===== config.mk =====
export PLATFORM = sky130hd
export DESIGN_NAME = excl_monitor
export DESIGN_NICKNAME = d
export VERILOG_FILES = /design/src/rtl/excl_mon_pkg.sv /design/src/rtl/excl_op_decode.sv /design/src/rtl/excl_resv.sv /design/src/rtl/excl_stx_status.sv /design/src/rtl/excl_monitor.sv
export SDC_FILE = /design/constraint.sdc
export NUM_CORES = 1
export LEC_CHECK = 0
export BUFFER_PORTS_ARGS = -buffer_cell sky130_fd_sc_hd__buf_2
export CAP_MARGIN = 10
export CORE_AREA = 8 8 45 47
export CTS_CLUSTER_DIAMETER = 150
export DETAILED_ROUTE_END_ITERATION = 16
export DIE_AREA = 0 0 53 55
export GPL_TIMING_DRIVEN = 0
export SLEW_MARGIN = 20
export SYNTH_ARGS = -nofsm -noshare
export SYNTH_HDL_FRONTEND = slang
export SYNTH_SLANG_ARGS = --single-unit

===== constraint.sdc =====
create_clock -name clk_i -period 1.82 [get_ports clk_i]
set_clock_uncertainty 0.2 [all_clocks]
set_input_delay 0.364 -clock clk_i [delete_from_list [all_inputs] [get_ports clk_i]]
set_output_delay 0.364 -clock clk_i [all_outputs]
set_load 0.01 [all_outputs]

===== src/rtl/excl_mon_pkg.sv =====
package excl_mon_pkg;
  localparam int unsigned OP_W = 3;

  typedef enum logic [OP_W-1:0] {
    OP_IDLE = 3'd0,
    OP_LDX  = 3'd1,
    OP_STX  = 3'd2,
    OP_CLRX = 3'd3,
    OP_ST   = 3'd4
  } op_e;
endpackage


===== src/rtl/excl_op_decode.sv =====
module excl_op_decode
  import excl_mon_pkg::*;
(
  input  logic            valid_i,
  input  logic [OP_W-1:0] op_i,
  input  logic            entry_i,
  input  logic            exit_i,
  output logic            ldx_o,
  output logic            stx_o,
  output logic            clrx_o,
  output logic            exc_o
);
  always_comb begin
    ldx_o  = 1'b0;
    stx_o  = 1'b0;
    clrx_o = 1'b0;
    if (valid_i) begin
      unique case (op_i)
        OP_LDX:  ldx_o  = 1'b1;
        OP_STX:  stx_o  = 1'b1;
        OP_CLRX: clrx_o = 1'b1;
        default: ; // ordinary store and idle codes do not touch the reservation
      endcase
    end
  end

  assign exc_o = entry_i | exit_i;
endmodule


===== src/rtl/excl_resv.sv =====
module excl_resv (
  input  logic clk_i,
  input  logic rst_ni,
  input  logic set_i,
  input  logic close_i,
  output logic open_o
);
  logic open_q;

  // close wins over set
  always_ff @(posedge clk_i or negedge rst_ni) begin
    if (!rst_ni)      open_q <= 1'b0;
    else if (close_i) open_q <= 1'b0;
    else if (set_i)   open_q <= 1'b1;
  end

  assign open_o = open_q;
endmodule


===== src/rtl/excl_stx_status.sv =====
module excl_stx_status #(
  parameter bit CHECK_RESP = 1'b1
) (
  input  logic clk_i,
  input  logic rst_ni,
  input  logic stx_i,
  input  logic pass_i,
  input  logic exokay_i,
  output logic done_o,
  output logic fail_o
);
  logic ok;
  logic done_q, fail_q;

  generate
    if (CHECK_RESP) begin : g_resp
      assign ok = pass_i & exokay_i;
    end else begin : g_noresp
      assign ok = pass_i;
    end
  endgenerate

  always_ff @(posedge clk_i or negedge rst_ni) begin
    if (!rst_ni) begin
      done_q <= 1'b0;
      fail_q <= 1'b0;
    end else begin
      done_q <= stx_i;
      if (stx_i) fail_q <= ~ok;
    end
  end

  assign done_o = done_q;
  assign fail_o = fail_q;
endmodule


===== src/rtl/excl_monitor.sv =====
module excl_monitor
  import excl_mon_pkg::*;
#(
  parameter bit CHECK_RESP = 1'b1
) (
  input  logic            clk_i,
  input  logic            rst_ni,
  input  logic            op_valid_i,
  input  logic [OP_W-1:0] op_i,
  input  logic            exc_entry_i,
  input  logic            exc_exit_i,
  input  logic            bus_exokay_i,
  output logic            mem_we_o,
  output logic            stx_done_o,
  output logic            stx_fail_o
);
  logic ldx, stx, clrx, exc;
  logic open_q, pass;

  excl_op_decode u_dec (
    .valid_i (op_valid_i),
    .op_i    (op_i),
    .entry_i (exc_entry_i),
    .exit_i  (exc_exit_i),
    .ldx_o   (ldx),
    .stx_o   (stx),
    .clrx_o  (clrx),
    .exc_o   (exc)
  );

  excl_resv u_resv (
    .clk_i   (clk_i),
    .rst_ni  (rst_ni),
    .set_i   (ldx),
    .close_i (stx | clrx | exc),
    .open_o  (open_q)
  );

  // an exception in the same cycle kills the store
  assign pass     = stx & open_q & ~exc;
  assign mem_we_o = pass;

  excl_stx_status #(.CHECK_RESP(CHECK_RESP)) u_stat (
    .clk_i    (clk_i),
    .rst_ni   (rst_ni),
    .stx_i    (stx),
    .pass_i   (pass),
    .exokay_i (bus_exokay_i),
    .done_o   (stx_done_o),
    .fail_o   (stx_fail_o)
  );
endmodule


After elaboration in Yosys (flattened, before gate mapping)
Index checks and enable logic that the tools add are counted.
{"block": "totals", "word_cells": 23, "input_bits": 9, "ff_bits": 3, "output_inout_bits": 3}
{"block": "classes", "reduce_logical": 1, "bitwise_logic": 8, "n_mux": 8, "n_eq_ne": 3}
{"operator": "$mux 1", "count": 8}
{"operator": "$eq 3x2->1 const B", "count": 2}
{"operator": "$and 1x1->1", "count": 3}
{"operator": "$eq 3x1->1 const B", "count": 1}
{"operator": "$or 1x1->1", "count": 3}
{"operator": "$not 1->1", "count": 2}
{"operator": "$reduce_bool 2->1", "count": 1}

Longest topological paths before layout
{"block": "depth", "word_depth": 7, "ltp_mapped": 2}

Modules after synthesis
From an unflattened synthesis, not the netlist that was laid out.
{"block": "unflattened", "hier_cells": 12, "hier_area_um2": 152.6}
{"mod": "excl_stx_status", "seq_area_each_um2": 50.0, "cells_per_inst": 4, "instances": 1, "area_each_um2": 60.1}
{"mod": "excl_op_decode", "seq_area_each_um2": 0.0, "cells_per_inst": 4, "instances": 1, "area_each_um2": 42.5}
{"mod": "excl_resv", "seq_area_each_um2": 25.0, "cells_per_inst": 2, "instances": 1, "area_each_um2": 35.0}
{"mod": "excl_monitor", "seq_area_each_um2": 0.0, "cells_per_inst": 2, "instances": 1, "area_each_um2": 15.0}

Worst setup path after synthesis
Ideal clock, no wire load.
{"block": "synth_timing", "kind": "input -> output", "from": "input op_i[2]", "to": "output mem_we_o", "required_time_ns": 1.256, "stages": 2, "t_arrival_ns": 0.883, "path_slack_ns": 0.373, "cell_sequence": "and4bb_4 and3_2"}
{"block": "synth_via", "elab_chain_len": 5}
{"element": "from (decl)", "line": "excl_monitor.sv:9", "text": "input logic [OP_W-1:0] op_i,"}
{"element": "$eq 3x2->1", "line": "excl_op_decode.sv:18", "text": "unique case (op_i)"}
{"element": "$mux 1", "line": "excl_op_decode.sv:18"}
{"element": "$mux 1", "line": "excl_op_decode.sv:17", "text": "if (valid_i) begin"}
{"element": "$and 1x1->1 (2 in a row)", "line": "excl_monitor.sv:40", "text": "assign pass = stx & open_q & ~exc;"}
{"element": "to (decl)", "line": "excl_monitor.sv:13", "text": "output logic mem_we_o,"}
No other way between the ends.

Final worst setup path
{"block": "layout_timing", "from": "input op_i[2]", "to": "output mem_we_o"}
{"block": "layout_via", "elab_chain_len": 5}
{"element": "$eq 3x2->1", "line": "excl_op_decode.sv:18"}
{"element": "$mux 1", "line": "excl_op_decode.sv:18"}
{"element": "$mux 1", "line": "excl_op_decode.sv:17"}
{"element": "via stx", "line": "excl_monitor.sv:17", "text": "logic ldx, stx, clrx, exc;"}
{"element": "$and 1x1->1 (2 in a row)", "line": "excl_monitor.sv:40"}
The timed path passes the listed nets, and every way through them passes these cells.

==> results_tabular.tex <==
\begin{tabular}{lr}
\hline
Metric & Value \\
\hline
\multicolumn{2}{l}{\textbf{Run status}} \\
\quad Result of the run & completed \\
\multicolumn{2}{l}{\textbf{Layout}} \\
\quad Number of diodes added for antenna fixing & 0 \\
\quad Most frequent standard cell in the layout excluding fill and tap cells & sky130\_fd\_sc\_hd\_\_buf\_2 \\
\quad Fraction of final layout cells sized beyond drive strength 1 & 66.7\% \\
\quad Layout Area Growth over Synthesis & 71.2\% \\
\quad Net count reported at finish & 37 \\
\quad Area of combinational cells with multiple inputs & 81.3 um\^{}2 \\
\quad Commonest cells after routing, fill and taps aside & sky130\_fd\_sc\_hd\_\_buf\_2, sky130\_fd\_sc\_hd\_\_clkbuf\_4, sky130\_fd\_sc\_hd\_\_dfrtp\_1 \\
\quad Register cell area after layout & 75.1 um\^{}2 \\
\quad Count of fill cells added during filler insertion & 158 \\
\quad Fin util & 19.3\% \\
\quad Final design area excluding fillers & 268 um\^{}2 \\
\multicolumn{2}{l}{\textbf{GRT}} \\
\quad Pin count of the biggest net entering global routing & 4 \\
\quad Number of global-route vias before repair & 186 \\
\quad Overflow left after global routing & 0 \\
\quad Total global routing track utilization & 3.99\% \\
\quad Global-route wire length before repair & 759 um \\
\quad Antenna violations before repair & 0 \\
\multicolumn{2}{l}{\textbf{Power and ir drop}} \\
\quad Internal cell power & 166 uW \\
\quad Fraction of power consumed by sequential logic & 33.6\% \\
\quad Static leakage & 0.140 nW \\
\quad Clock power share & 55.0\% \\
\quad Maximum resistive drop on vdd & 0.152 mV \\
\quad Switching Share & 20.8\% \\
\quad Post-layout total power & 210 uW \\
\quad Switching power & 43.7 uW \\
\quad Power per unit of standard cell area & 784 nW/um\^{}2 \\
\quad Share of total power in combinational logic & 11.4\% \\
\multicolumn{2}{l}{\textbf{Timing}} \\
\quad Total negative setup slack & 0 ns \\
\quad Worst Tran Pin Value & 0.108 ns \\
\quad Worst rel slew slack & 92.8\% \\
\quad Peak clock frequency supported by timing & 0.596 GHz \\
\quad Setup repair after global routing missed its margin & no \\
\quad Hold Violations, Final & 0 \\
\quad Max-slew violation total from the final report & 0 \\
\quad Final setup viols & 0 \\
\quad Min Tclk post-route & 1.68 ns \\
\quad Fin crit share & 92.1\% \\
\multicolumn{2}{l}{\textbf{Synthesis}} \\
\quad Number of library cell types mapped by synthesis & 9 \\
\quad Average size of a mapped cell & 14.2 um\^{}2 \\
\quad Sequential-to-total area share from yosys stat & 48.0\% \\
\quad Synth warnings & 0 \\
\quad Number of flip-flops and latches in the synthesized netlist & 3 \\
\quad Netlist Area Pre-Place & 156 um\^{}2 \\
\quad Syn\_nets & 20 \\
\quad Mapped Cells & 11 \\
\multicolumn{2}{l}{\textbf{Setup path}} \\
\quad Data required time of the worst path & 1.26 ns \\
\quad Largest stage delay on the critical path & 0.34 ns \\
\quad Critical register-to-register path endpoint & u\_stat.fail\_o \\
\quad Slowest cell on crit path & sky130\_fd\_sc\_hd\_\_and4bb\_4 \\
\quad Crit path capture type & output pin \\
\quad Total number of cells along the worst setup path & 4 \\
\quad Maximum fanout count along the critical path & 3 \\
\quad Crit path arrival time & 1.11 ns \\
\quad Timing startpoint of the critical path & op\_i[2] \\
\quad Setup slack on the worst flop-to-flop path & 0.78 ns \\
\quad R2R Path Start & u\_resv.open\_o \\
\quad Worst r2r path cells & 2 \\
\quad Crit path to & mem\_we\_o \\
\quad Critical path class & input port to output pin \\
\quad Series of cell instances along the critical path & buf\_2 -> and4bb\_4 -> and3\_2 -> buf\_2 \\
\quad CP bufs+invs & 2 \\
\quad Top cell family by delay on the critical path & simple AND/OR/NAND/NOR gates \\
\quad Most used cell, CP & sky130\_fd\_sc\_hd\_\_buf\_2 \\
\quad Type of origin of the critical path & input port \\
\multicolumn{2}{l}{\textbf{Clocking}} \\
\quad CTS H-tree depth & 1 \\
\quad TritonCTS clock tree & built \\
\quad Post-CTS Setup Inserts & 0 \\
\quad Clk\_lat worst skew & 0.23 ns \\
\quad TritonCTS buffer count & 3 \\
\quad Clock buffer depth & 2 \\
\quad CTS clock-pin slew for the worst setup and hold paths & 0.04 ns \\
\quad Clock sinks & 3 \\
\quad Clk root buf & sky130\_fd\_sc\_hd\_\_clkbuf\_4 \\
\multicolumn{2}{l}{\textbf{Hold path}} \\
\quad Hold crit path type & input port to register \\
\multicolumn{2}{l}{\textbf{Place}} \\
\quad Count of input and output buffers & 11 \\
\quad Placed cell area & 231 um\^{}2 \\
\quad RePlAce Congestion & 0.662 \\
\multicolumn{2}{l}{\textbf{Floorplanning}} \\
\quad Core outline area & 1380 um\^{}2 \\
\quad Die height & 55 um \\
\quad Die outline width & 53 um \\
\quad Io pins & 12 \\
\quad Initial standard-cell utilization of the core & 11.3\% \\
\quad Total Die Area & 2920 um\^{}2 \\
\quad Row cnt & 14 \\
\multicolumn{2}{l}{\textbf{Route}} \\
\quad Number of iterations in the first detailed-routing pass & 4 \\
\quad 1st-iter DRT viols & 7 \\
\quad Total via count after detailed routing & 159 \\
\quad Antenna Violating Nets Remaining & 0 \\
\quad DRC & 0 \\
\quad Final routed wirelength across all metal layers & 504 um \\
\quad Routed wire length per instance & 11.7 um \\
\quad Detail-routed via count per cell & 3.70 \\
\multicolumn{2}{l}{\textbf{Job}} \\
\quad Max-cap violations & 0 \\
\hline
\end{tabular}
==> layer usage <==
metal,global-route usage [%],wire (um),vias to the layer above
met4,1.29,0,0
met5,0,0,-
li1,-,-,75
met3,5.88,124,0
met2,4.30,151,11
met1,3.95,228,73
==> cells in the mapped netlist, drive strengths merged <==
cell     number  area (um^2)
dfrtp         3         75.1
and3          1         7.51
and3b         1         10.0
and4bb        1         16.3
mux2          1         15.0
nand3b        1         7.51
nand4bb       1         11.3
nor2          1         3.75
o211a         1         10.0
==> timing repair <==
action	CTS	global route
gates resized for setup	0	0
hold endpoints to repair	3	0
hold buffers	1	0
==> stage by stage <==
step                instances  hold WS (ns)  worst slack, ns
floorplan                  11        -0.132            0.373
global placement           38       -0.0375            0.148
detailed placement         38       -0.0368            0.141
CTS                        43         0.208            0.139
global route               43         0.225            0.114
finish                     43         0.214            0.143
==> worst reg2reg max path, delay by kind of cell (launching register included) <==
family	cells	cell delay (ns)
mux	1	0.26
simple gates	1	0.11
flops	1	0.35
==> area by class of cell <==
type / instances / share of cell area [%]
well taps: 16 / 7.48
clock buffers: 4 / 9.81
multi-input cells: 8 / 30.4
flip-flops and latches: 3 / 28.0
repair buffers: 12 / 24.3
==> sequential cells by signal (all words and copies together) (netlist names) <==
name and cells:
u_stat.fail_o 1, u_resv.open_o 1, u_stat.done_o 1
==> cell families (layout without fill, tap and decap cells) <==
| logic type | count (synthesis) | after routing | share of synthesized area [%] |
|---|---|---|---|
| compound gates | 1 | 1 | 6.40 |
| buf+inv | 0 | 16 | 0 |
| flops | 3 | 3 | 48.0 |
| mux | 1 | 1 | 9.60 |
| simple gates | 6 | 6 | 36.0 |
==> worst min path at each step <==
stage                from            end  slack [ns]  depth (start not counted)
6_report       exc_exit_i  u_resv.open_o        0.21                          3
2_1_floorplan      rst_ni  u_resv.open_o       -0.13                          0
3_3_place_gp       rst_ni  u_stat.done_o       -0.04                          1
3_5_place_dp       rst_ni  u_stat.done_o       -0.04                          1
5_1_grt        exc_exit_i  u_resv.open_o        0.22                          3
4_1_cts        exc_exit_i  u_resv.open_o        0.21                          3
==> power groups by stage <==
stage	clock [mW]	sequential (mW)	combinational, mW
6_report	0.115	0.0705	0.0240
3_3_place_gp	0	0.0713	0.0223
3_5_place_dp	0	0.0713	0.0226
5_1_grt	0.131	0.0706	0.0266
2_1_floorplan	0	0.0723	0.00747
4_1_cts	0.122	0.0705	0.0244
Power figures use the tool's default switching activity.
